$ cat src/rtl/gpio_chg_pkg.sv
package gpio_chg_pkg;
   localparam int unsigned REG_AW = 3;

   typedef enum logic [REG_AW-1:0] {
      RA_PORT = 3'd0,
      RA_DIR  = 3'd1,
      RA_CTRL = 3'd2,
      RA_SET  = 3'd3,
      RA_CLR  = 3'd4
   } reg_addr_e;

   localparam int unsigned CTRL_FLAG_BIT = 0;
endpackage

$ cat src/rtl/gpio_sync_chain.sv
module gpio_sync_chain #(
   parameter int unsigned WIDTH  = 8,
   parameter int unsigned STAGES = 2
) (
   input  logic             clk,
   input  logic             rst_n,
   input  logic [WIDTH-1:0] d,
   output logic [WIDTH-1:0] q
);
   logic [WIDTH-1:0] stg [STAGES];

   generate
      if (STAGES < 1) begin : g_bad_stages
         $error("gpio_sync_chain: STAGES must be at least 1");
      end
      for (genvar s = 0; s < STAGES; s++) begin : g_stage
         if (s == 0) begin : g_first
            always_ff @(posedge clk or negedge rst_n) begin
               if (!rst_n) stg[0] <= '0;
               else        stg[0] <= d;
            end
         end else begin : g_next
            always_ff @(posedge clk or negedge rst_n) begin
               if (!rst_n) stg[s] <= '0;
               else        stg[s] <= stg[s-1];
            end
         end
      end
   endgenerate

   assign q = stg[STAGES-1];
endmodule

$ cat src/rtl/gpio_chg_detect.sv
module gpio_chg_detect #(
   parameter int unsigned NBITS = 4
) (
   input  logic             clk,
   input  logic             rst_n,
   input  logic [NBITS-1:0] pin_hi,
   input  logic [NBITS-1:0] dir_hi,
   input  logic             cap,
   input  logic             clr_req,
   output logic             flag
);
   logic [NBITS-1:0] snap_q;
   logic [NBITS-1:0] mm;
   logic             set_now;

   generate
      if (NBITS < 1) begin : g_bad_nbits
         $error("gpio_chg_detect: NBITS must be at least 1");
      end
      for (genvar i = 0; i < NBITS; i++) begin : g_cmp
         assign mm[i] = dir_hi[i] & (pin_hi[i] ^ snap_q[i]);
      end
   endgenerate

   // a capture cycle takes the new value and suppresses the compare
   assign set_now = (|mm) & ~cap;

   always_ff @(posedge clk or negedge rst_n) begin
      if (!rst_n)   snap_q <= '0;
      else if (cap) snap_q <= pin_hi;
   end

   always_ff @(posedge clk or negedge rst_n) begin
      if (!rst_n)        flag <= 1'b0;
      else if (set_now)  flag <= 1'b1;
      else if (clr_req)  flag <= 1'b0;
   end


   mm_sets_flag_chk: assert property (@(posedge clk) disable iff (!rst_n)
      set_now |=> flag);

   cap_no_flag_chk: assert property (@(posedge clk) disable iff (!rst_n)
      (cap && !flag) |=> !flag);

   clr_only_chk: assert property (@(posedge clk) disable iff (!rst_n)
      $fell(flag) |-> $past(clr_req));
endmodule

$ cat src/rtl/gpio_chg_port.sv
module gpio_chg_port
   import gpio_chg_pkg::*;
#(
   parameter int unsigned WIDTH       = 8,
   parameter int unsigned CHG_LO      = 4,
   parameter int unsigned SYNC_STAGES = 2
) (
   input  logic              clk,
   input  logic              rst_n,
   input  logic [REG_AW-1:0] addr,
   input  logic              wr_en,
   input  logic              rd_en,
   input  logic [WIDTH-1:0]  wdata,
   output logic [WIDTH-1:0]  rdata,
   input  logic [WIDTH-1:0]  pin_in,
   output logic [WIDTH-1:0]  pin_out,
   output logic [WIDTH-1:0]  pin_oe,
   output logic [WIDTH-1:0]  pin_pu_en,
   output logic              irq_flag,
   output logic              wake_req
);
   localparam int unsigned HI_W   = WIDTH - CHG_LO;
   localparam int unsigned PU_BIT = WIDTH - 1;

   generate
      if (WIDTH < 2 || CHG_LO >= WIDTH) begin : g_bad_cfg
         $error("gpio_chg_port: CHG_LO must lie below WIDTH");
      end
   endgenerate

   reg_addr_e        ra;
   logic [WIDTH-1:0] pin_s;
   logic [WIDTH-1:0] dir_q;
   logic [WIDTH-1:0] lat_q;
   logic             pu_dis_q;
   logic             port_addr;
   logic             port_wr;
   logic             cap;
   logic             clr_req;
   logic             flag;

   assign ra        = reg_addr_e'(addr);
   assign port_addr = (ra == RA_PORT) || (ra == RA_SET) || (ra == RA_CLR);
   assign port_wr   = wr_en && port_addr;
   assign cap       = (wr_en || rd_en) && port_addr;
   assign clr_req   = wr_en && (ra == RA_CTRL) && !wdata[CTRL_FLAG_BIT];

   gpio_sync_chain #(.WIDTH(WIDTH), .STAGES(SYNC_STAGES)) u_sync (
      .clk   (clk),
      .rst_n (rst_n),
      .d     (pin_in),
      .q     (pin_s)
   );

   always_ff @(posedge clk or negedge rst_n) begin
      if (!rst_n) begin
         dir_q    <= '1;
         lat_q    <= '0;
         pu_dis_q <= 1'b1;
      end else if (wr_en) begin
         case (ra)
            RA_PORT: lat_q    <= wdata;
            RA_SET:  lat_q    <= pin_s | wdata;
            RA_CLR:  lat_q    <= pin_s & ~wdata;
            RA_DIR:  dir_q    <= wdata;
            RA_CTRL: pu_dis_q <= wdata[PU_BIT];
            default: ;
         endcase
      end
   end

   gpio_chg_detect #(.NBITS(HI_W)) u_detect (
      .clk     (clk),
      .rst_n   (rst_n),
      .pin_hi  (pin_s[WIDTH-1:CHG_LO]),
      .dir_hi  (dir_q[WIDTH-1:CHG_LO]),
      .cap     (cap),
      .clr_req (clr_req),
      .flag    (flag)
   );

   always_comb begin
      rdata = '0;
      case (ra)
         RA_PORT: rdata = pin_s;
         RA_DIR:  rdata = dir_q;
         RA_CTRL: begin
            rdata[PU_BIT]        = pu_dis_q;
            rdata[CTRL_FLAG_BIT] = flag;
         end
         default: rdata = '0;
      endcase
   end

   assign pin_out   = lat_q;
   assign pin_oe    = ~dir_q;
   assign pin_pu_en = pu_dis_q ? '0 : dir_q;
   assign irq_flag  = flag;
   assign wake_req  = flag;


   oe_change_chk: assert property (@(posedge clk) disable iff (!rst_n)
      !$stable(pin_oe) |-> $past(wr_en && ra == RA_DIR));

   latch_change_chk: assert property (@(posedge clk) disable iff (!rst_n)
      !$stable(pin_out) |-> $past(port_wr));

   pu_change_chk: assert property (@(posedge clk) disable iff (!rst_n)
      !$stable(pin_pu_en) |-> $past(wr_en && (ra == RA_DIR || ra == RA_CTRL)));
endmodule

$ cat config.mk
export PLATFORM = sky130hd
export DESIGN_NAME = gpio_chg_port
export DESIGN_NICKNAME = d
export VERILOG_FILES = /design/src/rtl/gpio_chg_pkg.sv /design/src/rtl/gpio_sync_chain.sv /design/src/rtl/gpio_chg_detect.sv /design/src/rtl/gpio_chg_port.sv
export SDC_FILE = /design/constraint.sdc
export NUM_CORES = 1
export LEC_CHECK = 0
export ABC_AREA = 1
export ABC_CLOCK_PERIOD_IN_PS = 960
export BUFFER_PORTS_ARGS = -buffer_cell sky130_fd_sc_hd__buf_2
export CORE_MARGIN = 4
export CORE_UTILIZATION = 44
export CTS_CLUSTER_DIAMETER = 200
export DETAILED_ROUTE_END_ITERATION = 10
export GPL_TIMING_DRIVEN = 0
export PLACE_DENSITY_LB_ADDON = 0.2
export SLEW_MARGIN = 40
export SYNTH_ARGS = -nofsm -noshare
export SYNTH_HDL_FRONTEND = slang
export SYNTH_SLANG_ARGS = --single-unit
export TNS_END_PERCENT = 50
$ cat constraint.sdc
create_clock -name clk -period 0.96 [get_ports clk]
set_input_delay 0.144 -clock clk [delete_from_list [all_inputs] [get_ports clk]]
set_output_delay 0.144 -clock clk [all_outputs]
set_load 0.01 [all_outputs]
==> run summary, run 1 <==
status = finished, violations left
failing checks = negative setup slack
Post-DP Area = 0.00201 mm2
overall die height = 69.4 um
Final Setup Violations = 27
first-pass GRT wire length = 6.46 mm
Synth Warn # = 0
antenna violations before repair = 0
fin crit period = 1.34 ns
Post-Synthesis Cell Area = 0.00166 mm2
die area = 0.00482 mm2
DRT iter0 DRCs = 64
Final Hold Violating Endpoints = 0
Syn Area/Cell = 8.38 um2
port bufs = 56
CTS tree = built
CP max stage delay = 0.59 ns
CP Cell Sequence = buf_12 -> nor2_1 -> buf_2
CTS Buf Count = 5
WS Path Type = reg2out
insertion delay to the later sink of the worst-skew pair = 0.29 ns
via/cell ratio = 4.68
CP max-delay cell = dfstp_2
Core ar. = 0.00366 mm2
worst rel slew slack = 69.1%
worst vdd ir = 1390 uV
Power Density = 1780 mW/mm2
die width = 69.4 um
Final nets = 298
Starting Density = 45.3%
drt total wl = 3.92 mm
Final period util = 139%
Final Skew = 0.00321 ns
Post-Synthesis Cells = 198
FMAX = 748 MHz
CP Launch Type = flop
post-DP HPWL = 2.77 mm
Inserted Diodes = 0
CP Max Fanout = 7
Synth Register Bits = 38
Total Negative Setup Slacks = -7.57 ns
Global Route Usage Sum = 16.9%
unrepaired setup endpoints after global routing = true
grt ovf = 0
ANT nets after route = 0
Final Cell Area = 0.00235 mm2
drt drc = 0
I/O pin count = 57
crit end category = output port
# Max-Cap Violations = 0
final worst-path setup slack = -0.376 ns
vias in the first global route = 1444
clk sinks = 38
Via Count = 1517
Hold Crit Class = in2reg
# rows = 22
Worst Path Required = 0.82 ns
Yosys cell types = 18
WP data arrival = 1.19 ns
Post-Place Setup Slack = -0.346 ns
H-tree depth = 2
largest net degree at the start of global routing = 39
fin. max-slew vios = 0
register area share after synthesis = 58.0%
iteration count of the initial detailed-routing pass = 5
CTS Buffer Depth = 2
Syn Nets = 221
RD Place Congestion = 0.737
clk root buf = clkbuf_8
Slew @ Worst Pin = 0.464 ns
share of cells above drive strength 1 = 40.2%
CTS clk-pin slew, worst paths = 0.07 ns
P_leak = 1.22 nW
Area Overhead vs Synth = 41.8%
post-DR wirelength/cell = 12.1 um
## cell type report
class                      count  area [um2]
timing repair buffer          71         494
fill                         328        1310
inverter                      31         118
buffer                         2        18.8
multi-input combinational    126         619
sequential                    38         962
tap                           48        60.1
clock buffer                   8        80.1
## registers in the layout, indices dropped and copies added, names as in the netlist
signal	count
dir_q	8
pin_out	8
u_sync.q	8
u_sync.stg	8
u_detect.snap_q	4
pu_dis_q	1
u_detect.flag	1
## synth_stat cells (all sizes together)
cell type | n | area share (%)
o21ai | 24 | 7.7
o221ai | 2 | 1.1
dfstp | 9 | 14
dfrtp | 29 | 44
clkinv | 1 | 0.30
nand2 | 66 | 15
nor2 | 23 | 5.2
inv | 30 | 6.8
clkbuf | 1 | 0.23
o22ai | 6 | 2.3
buf | 2 | 1.1
nor3b | 1 | 0.45
nand3 | 4 | 1.5
## cells in the final DEF, fill, tap and decap left out, drive strengths merged, types with 2 or more instances in the layout
master | synthesis | layout
nand2 | 66 | 66
o22ai | 6 | 6
dfstp | 9 | 9
o221ai | 2 | 2
dlygate4sd3 | 0 | 9
nor2 | 23 | 23
inv | 30 | 30
o21ai | 24 | 24
dfrtp | 29 | 29
buf | 2 | 64
nand3 | 4 | 4
clkbuf | 1 | 8
## what timing repair did
item	CTS	global route
setup buffers	5	1
hold buffers	8	1
endpoints found under the setup margin	32	43
hold endpoints to repair	37	29
resized for setup	17	23
pin swaps	12	3
## worst paths after layout
kind	startpoint	end	slack, ns	depth (start not counted)
hold reg to reg	u_sync.stg[14]$_DFF_PN0_	u_sync.q[6]$_DFF_PN0_	0.35	0
hold / removal	wdata[2]	dir_q[2]$_DFFE_PN1P_	0.09	3
min in group asynchronous	rst_n	u_sync.q[6]$_DFF_PN0_	0.36	2
setup / recovery	pu_dis_q$_DFFE_PN1P_	pin_pu_en[4]	-0.38	3
setup reg to reg	dir_q[6]$_DFFE_PN1P_	u_detect.flag$_DFFE_PN0P_	-0.11	7
max in group asynchronous	rst_n	dir_q[6]$_DFFE_PN1P_	0.25	2
## logic make-up (layout without fill, tap and decap cells)
family / count (synthesis) / after routing / synth area share, %
DFF: 38 / 38 / 58.0
AOI/OAI and AO/OA: 32 / 32 / 11.0
and+or+nand+nor: 94 / 94 / 22.5
buffers and inverters: 34 / 112 / 8.45
## critical path, delay by kind of cell, from the launching register on
kind	cells	cell delay, ns
buf+inv	2	0.27
flops	1	0.59
simple gates	1	0.04
## metal layers
metal	vias up	part of all wire, %	GRT usage [%]
met5	-	0	0
met4	0	1.6	6.51
met3	5	6.5	5.65
met2	44	46	26.4
met1	697	46	21.5
li1	771	-	-
## report_power, final
group | total, mW | switching, mW | internal (mW)
combinational | 1.18 | 0.617 | 0.561
clock | 1.02 | 0.505 | 0.515
sequential | 1.98 | 0.129 | 1.85
total | 4.18 | 1.25 | 2.93
## through the flow
stage          cells  total power [mW]  util, %  hold slack [ns]
3_3_place_gp     302              2.88     55.0            0.252
6_report         324              4.18     64.3           0.0947
4_1_cts          322              4.12     61.8          -0.0322
3_5_place_dp     302              2.89     55.0            0.254
2_1_floorplan    198              2.49        -           -0.152
5_1_grt          324              4.45     64.3            0.110
Power figures use the tool's default switching activity.
==> run 2: changes to the inputs <==
--- a/config.mk
+++ b/config.mk
@@ -9,7 +9,7 @@
 export ABC_CLOCK_PERIOD_IN_PS = 960
 export BUFFER_PORTS_ARGS = -buffer_cell sky130_fd_sc_hd__buf_2
 export CORE_MARGIN = 4
-export CORE_UTILIZATION = 44
+export CORE_UTILIZATION = 45
 export CTS_CLUSTER_DIAMETER = 200
 export DETAILED_ROUTE_END_ITERATION = 10
 export GPL_TIMING_DRIVEN = 0
@@ -17,5 +17,6 @@
 export SLEW_MARGIN = 40
 export SYNTH_ARGS = -nofsm -noshare
 export SYNTH_HDL_FRONTEND = slang
+export SYNTH_HIERARCHICAL = 1
 export SYNTH_SLANG_ARGS = --single-unit
 export TNS_END_PERCENT = 50
==> run 2 against run 1 <==
The run still ends with negative setup slack left. Area after synthesis increased by 6.3%. Hold slack gained 0.012 ns. Non-clock buffer count is 17 higher. Core utilization grew 7.2 points. Largest power group unchanged. Highest routed layer unchanged.
==> run summary, run 2 <==
CP max-delay cell = dfstp_2
drt total wl = 4.44 mm
Final Cell Area = 0.00265 mm2
Final Setup Violations = 29
antenna violations before repair = 0
Slew @ Worst Pin = 0.462 ns
most frequent cells in the layout = 71 x nand2_1, 40 x buf_2, 28 x dfrtp_1
RR Endpoint = dir_q[6]$_DFFE_PN1P_
DRT iter0 DRCs = 57
CTS Buffer Depth = 2
Final nets = 327
overall die height = 70.6 um
r2r setup slk = -0.19 ns
CTS tree = built
via/cell ratio = 4.86
number of flops mapped to enable cells by yosys = 0
count leader, synth = nand2_1
fin. max-slew vios = 0
port bufs = 56
RD Place Congestion = 0.797
Final Hold Violating Endpoints = 0
CP Max Fanout = 4
Hold WS = 0.107 ns
post-DR wirelength/cell = 12.6 um
register area share after synthesis = 54.6%
Async S/R FF share, synth = 100%
Synth top area share = 41.2%
vias in the first global route = 1636
grt ovf = 0
Yosys cell types = 21
clk root buf = clkbuf_8
Syn Area/Cell = 8.09 um2
largest net degree at the start of global routing = 39
Core ar. = 0.00372 mm2
first-pass GRT wire length = 7.23 mm
crit end category = output port
CP max stage delay = 0.55 ns
# Max-Cap Violations = 0
die width = 70.6 um
iteration count of the initial detailed-routing pass = 4
drt drc = 0
hold path start = wdata[1]
commonest non-fill, non-tap cell in the layout = nand2_1
worst rel slew slack = 69.2%
CP Cell Sequence = inv_4 -> o211ai_1 -> buf_2
status = finished, violations left
Post-Place Setup Slack = -0.305 ns
Power Density = 1760 mW/mm2
P_leak = 1.41 nW
synth top area cells = dfrtp_1 41%, nand2_1 15%, dfstp_2 13%
Worst Path Required = 0.82 ns
worst setup path startpoint = dir_q[0]$_DFFE_PN1P_
fin crit period = 1.35 ns
# rows = 22
insertion delay to the later sink of the worst-skew pair = 0.29 ns
ANT nets after route = 0
unrepaired setup endpoints after global routing = true
CTS clk-pin slew, worst paths = 0.07 ns
number of fill cells in the layout = 318
Total Power = 4.66 mW
final worst-path setup slack = -0.388 ns
WP data arrival = 1.20 ns
Hold Crit Depth = 3
CP Launch Type = flop
CTS Buf Count = 5
hold path endpoint = dir_q[1]$_DFFE_PN1P_
Global Route Usage Sum = 18.5%
H-tree depth = 2
failing checks = negative setup slack
Final period util = 140%
commonest cells in the netlist = 71 x nand2_1, 31 x nor2_1, 29 x dfrtp_1
worst vdd ir = 1320 uV
post-DP HPWL = 2.92 mm
clk sinks = 38
I/O pin count = 57
Synth Register Bits = 38
Primary FF master, synth = dfrtp_1
FMAX = 742 MHz
die area = 0.00498 mm2
Post-Synthesis Cell Area = 0.00176 mm2
Starting Density = 47.4%
Inserted Diodes = 0
WS Path Type = reg2out
share of cells above drive strength 1 = 45.6%
Synth Warn # = 6
Area Overhead vs Synth = 50.5%
leading area contributor after synthesis = dfrtp_1
R2R cell count = 5
Hold Crit Class = in2reg
Final Skew = 0.00533 ns
Post-Synthesis Cells = 218
Via Count = 1717
Syn Nets = 241
start of the worst register-to-register path = dir_q[6]$_DFFE_PN1P_
Post-DP Area = 0.00211 mm2
==> run 2: cell count changes after synthesis, moves of 2 or more <==
| cell | previous run | this run |
|---|---|---|
| o221ai_1 | 2 | 0 |
| nand3_1 | 3 | 11 |
| buf_4 | 1 | 9 |
| nand2_1 | 65 | 71 |
| a21oi_1 | 0 | 7 |
| o21ai_0 | 18 | 3 |
| o21ai_1 | 4 | 2 |
| o211ai_1 | 0 | 2 |
| inv_1 | 30 | 28 |
| nor2_1 | 23 | 31 |
==> run 2: metrics by stage <==
step | instances | util (%) | TNS [ns]
final | 353 | 71.4 | -8.59
after global routing | 353 | 71.4 | -10.34
after CTS | 346 | 64.7 | -7.99
after detailed placement | 322 | 56.9 | -4.60
after global placement | 322 | 56.9 | -4.28
after floorplan | 218 | - | -0.183
==> run 2: worst max path at each step <==
stage                           to  slack (ns)  depth (start not counted)
after floorplan           rdata[7]       -0.03                          2
after CTS                 rdata[5]       -0.38                          3
after global placement    rdata[4]       -0.29                          7
final                     rdata[0]       -0.39                          3
after global routing      rdata[0]       -0.44                          3
after detailed placement  rdata[4]       -0.31                          7
==> run 2: where the power goes <==
part,switching [mW],internal (mW)
Clock,0.546,0.576
Combinational,0.766,0.797
Sequential,0.127,1.85
Total,1.44,3.22
==> run 2: routing by layer <==
layer	part of all wire (%)	GRT usage [%]	wire, um
met5	0	0	0
met4	2.3	9.19	103
met3	8.1	6.25	358
met2	47	26.9	2080
met1	43	24.9	1900
==> run 2: repair_timing <==
| action | in CTS | in global routing |
|---|---|---|
| pin swaps | 11 | 7 |
| setup buffers | 9 | 6 |
| setup endpoints to repair | 33 | 46 |
| hold endpoints to repair | 37 | 29 |
| resized for setup | 18 | 53 |
| hold buffers | 8 | 1 |
==> run 2: cell type report <==
class	count	area [um2]	share of cell area, %
flip-flops and latches	38	963	36.3
plain buffers	10	93.8	3.54
multi-input cells	139	689	26.0
well taps	48	60.1	2.26
clock buffers	6	82.6	3.11
inverters	30	138	5.19
clock inverters	2	12.5	0.471
repair buffers	80	614	23.1
==> run 2: cells by family (layout without fill, tap and decap cells) <==
logic type             after synthesis  count (layout)  share of synthesized area, %
AND/OR/NAND/NOR                    117             117                          26.7
flip-flops                          38              38                          54.6
AO/OA/AOI/OAI                       22              22                          7.38
buffers and inverters               41             128                          11.4
==> run 2: critical path, delay by kind of cell (launching register included) <==
family	cells	cell delay [ns]
buffers and inverters	2	0.20
DFF	1	0.55
AOI/OAI and AO/OA	1	0.15
==> run 3: changes to the inputs <==
--- a/config.mk
+++ b/config.mk
@@ -6,9 +6,8 @@
 export NUM_CORES = 1
 export LEC_CHECK = 0
 export ABC_AREA = 1
-export ABC_CLOCK_PERIOD_IN_PS = 960
+export ABC_CLOCK_PERIOD_IN_PS = 1160
 export BUFFER_PORTS_ARGS = -buffer_cell sky130_fd_sc_hd__buf_2
-export CORE_MARGIN = 4
 export CORE_UTILIZATION = 45
 export CTS_CLUSTER_DIAMETER = 200
 export DETAILED_ROUTE_END_ITERATION = 10
==> constraint.sdc (replaced) <==
create_clock -name clk -period 1.16 [get_ports clk]
set_input_delay 0.174 -clock clk [delete_from_list [all_inputs] [get_ports clk]]
set_output_delay 0.174 -clock clk [all_outputs]
set_load 0.01 [all_outputs]
==> run 3 against run 2 <==
The flow still finishes with violations (negative setup slack). Count of clock-buffer cells in the layout up 1. Global-route usage up 2.7 points. Final area down 8.6%. Combinational power down 38%. Critical path depth unchanged. Largest cell class unchanged. Final cell count down 2.8%. Power down 21%. Die area down 16%. First-iteration DRC count up 93%. Critical path type unchanged. Critical endpoint is now rdata[7]. Highest routed layer unchanged. Clock power about the same. Hold slack better by 0.034 ns. Via count down 5.8%.
==> run summary, run 3 (synthesized netlist as in run 2, its figures left out) <==
Final Setup Violations = 21
Slew @ Worst Pin = 0.457 ns
Post-Place Cells = 322
crit end category = output port
CP Launch Type = flop
Final Hold Violating Endpoints = 0
most frequent cells in the layout = 70 x nand2_1, 49 x buf_2, 30 x nor2_1
CP max stage delay = 0.58 ns
iteration count of the initial detailed-routing pass = 4
Post-Place Setup Slack = -0.280 ns
H-tree depth = 2
Final Skew = 0.00514 ns
CP Cell Sequence = nand2_1 -> o211ai_1 -> buf_2
fin. max-slew vios = 0
r2r setup slk = 0.13 ns
DRT iter0 DRCs = 110
drt total wl = 3.79 mm
ANT nets after route = 0
CTS tree = built
Starting Density = 47.4%
WP data arrival = 1.19 ns
CTS Buf Count = 5
fin util = 65.3%
worst setup path startpoint = pu_dis_q$_DFFE_PN1P_
status = finished, violations left
failing checks = negative setup slack
antenna violations before repair = 0
port bufs = 56
share of cells above drive strength 1 = 36.9%
WS Path Type = reg2out
final worst-path setup slack = -0.206 ns
Final period util = 118%
Core ar. = 0.00372 mm2
CP Max Fanout = 3
Via Count = 1618
hold path start = wdata[3]
post-DR wirelength/cell = 11.0 um
insertion delay to the later sink of the worst-skew pair = 0.29 ns
CTS Buffer Depth = 2
number of fill cells in the layout = 320
start of the worst register-to-register path = dir_q[7]$_DFFE_PN1P_
vias in the first global route = 1497
Total Power = 3.71 mW
Area Overhead vs Synth = 37.6%
Buf/Inv on CP = 1
via/cell ratio = 4.72
unrepaired setup endpoints after global routing = true
Final nets = 317
Hold WS = 0.141 ns
I/O pin count = 57
die area = 0.00417 mm2
overall die height = 64.6 um
clk sinks = 38
# Max-Cap Violations = 0
clk root buf = clkbuf_8
drt drc = 0
grt ovf = 0
delay-heaviest family, CP = flip-flops
largest net degree at the start of global routing = 39
Power Density = 1530 mW/mm2
first-pass GRT wire length = 6.56 mm
worst rel slew slack = 69.5%
Post-Layout Cell Count = 343
Inserted Diodes = 0
die width = 64.6 um
Worst Path Required = 0.99 ns
FMAX = 732 MHz
post-DP HPWL = 2.71 mm
CP max-delay cell = dfstp_2
commonest non-fill, non-tap cell in the layout = nand2_1
P_leak = 1.34 nW
CTS clk-pin slew, worst paths = 0.07 ns
Hold Crit Class = in2reg
fin crit period = 1.37 ns
# rows = 22
worst vdd ir = 873 uV
Global Route Usage Sum = 21.2%
RD Place Congestion = 0.837
[run 3: changes by cell type in the layout (fill, tap and decap cells not counted), sizes merged]
cell      before  now
buf           81   71
clkinv         1    0
clkinvlp       1    0
bufinv         0    1
clkbuf         6    7
[run 3: power by group]
group / internal (mW) / switching, mW / total [mW] / leakage [nW]
Sequential: 1.53 / 0.0819 / 1.61 / 0.439
Combinational: 0.443 / 0.520 / 0.963 / 0.842
Clock: 0.700 / 0.432 / 1.13 / 0.0585
Total: 2.67 / 1.03 / 3.71 / 1.34
[run 3: routing by layer]
layer	global-route usage [%]	vias up	share of wire, %
li1	-	812	-
met1	27.5	752	49
met2	33.4	48	44
met3	5.46	6	5.2
met4	9.72	0	1.8
met5	0	-	0
[run 3: what timing repair did]
| item | CTS | global route |
|---|---|---|
| gates resized for setup | 15 | 6 |
| endpoints found under the setup margin | 26 | 25 |
| setup buffers | 5 | 0 |
| pin swaps | 13 | 1 |
| cloned | 0 | 0 |
| hold endpoints to repair | 24 | 0 |
| hold buffers | 9 | 0 |
[run 3: per-stage QoR]
stage | setup TNS [ns] | instance area (um2)
after floorplan | 0 | 1760
after global placement | -2.36 | 2100
after detailed placement | -2.86 | 2100
after CTS | -3.13 | 2400
after global routing | -3.83 | 2430
final | -2.99 | 2430
[run 3: worst paths after layout]
| kind | endpoint | cells past startpoint |
|---|---|---|
| hold / removal | dir_q[3]$_DFFE_PN1P_ | 3 |
| min in group asynchronous | u_sync/stg[12]$_DFF_PN0_ | 2 |
| max in group asynchronous | pu_dis_q$_DFFE_PN1P_ | 2 |
| setup reg to reg | u_detect/flag$_DFFE_PN0P_ | 7 |
| hold reg to reg | u_sync/q[5]$_DFF_PN0_ | 0 |
| setup / recovery | rdata[7] | 3 |
[run 3: tightest hold or removal path: cells and delay by family]
kind,cells,cell delay (ns)
buffers and inverters,1,0.11
AND/OR/NAND/NOR,1,0.09
AO/OA/AOI/OAI,1,0.05
[run 3: cell type report]
class	instances	area (um2)	area share, %
Clock inverter	1	30.0	1.24
Tap cell	48	60.1	2.48
Inverter	30	118	4.85
Buffer	10	78.8	3.25
Timing Repair Buffer	70	460	19.0
Clock buffer	7	86.3	3.56
Multi-Input combinational cell	139	631	26.0
Sequential cell	38	962	39.7
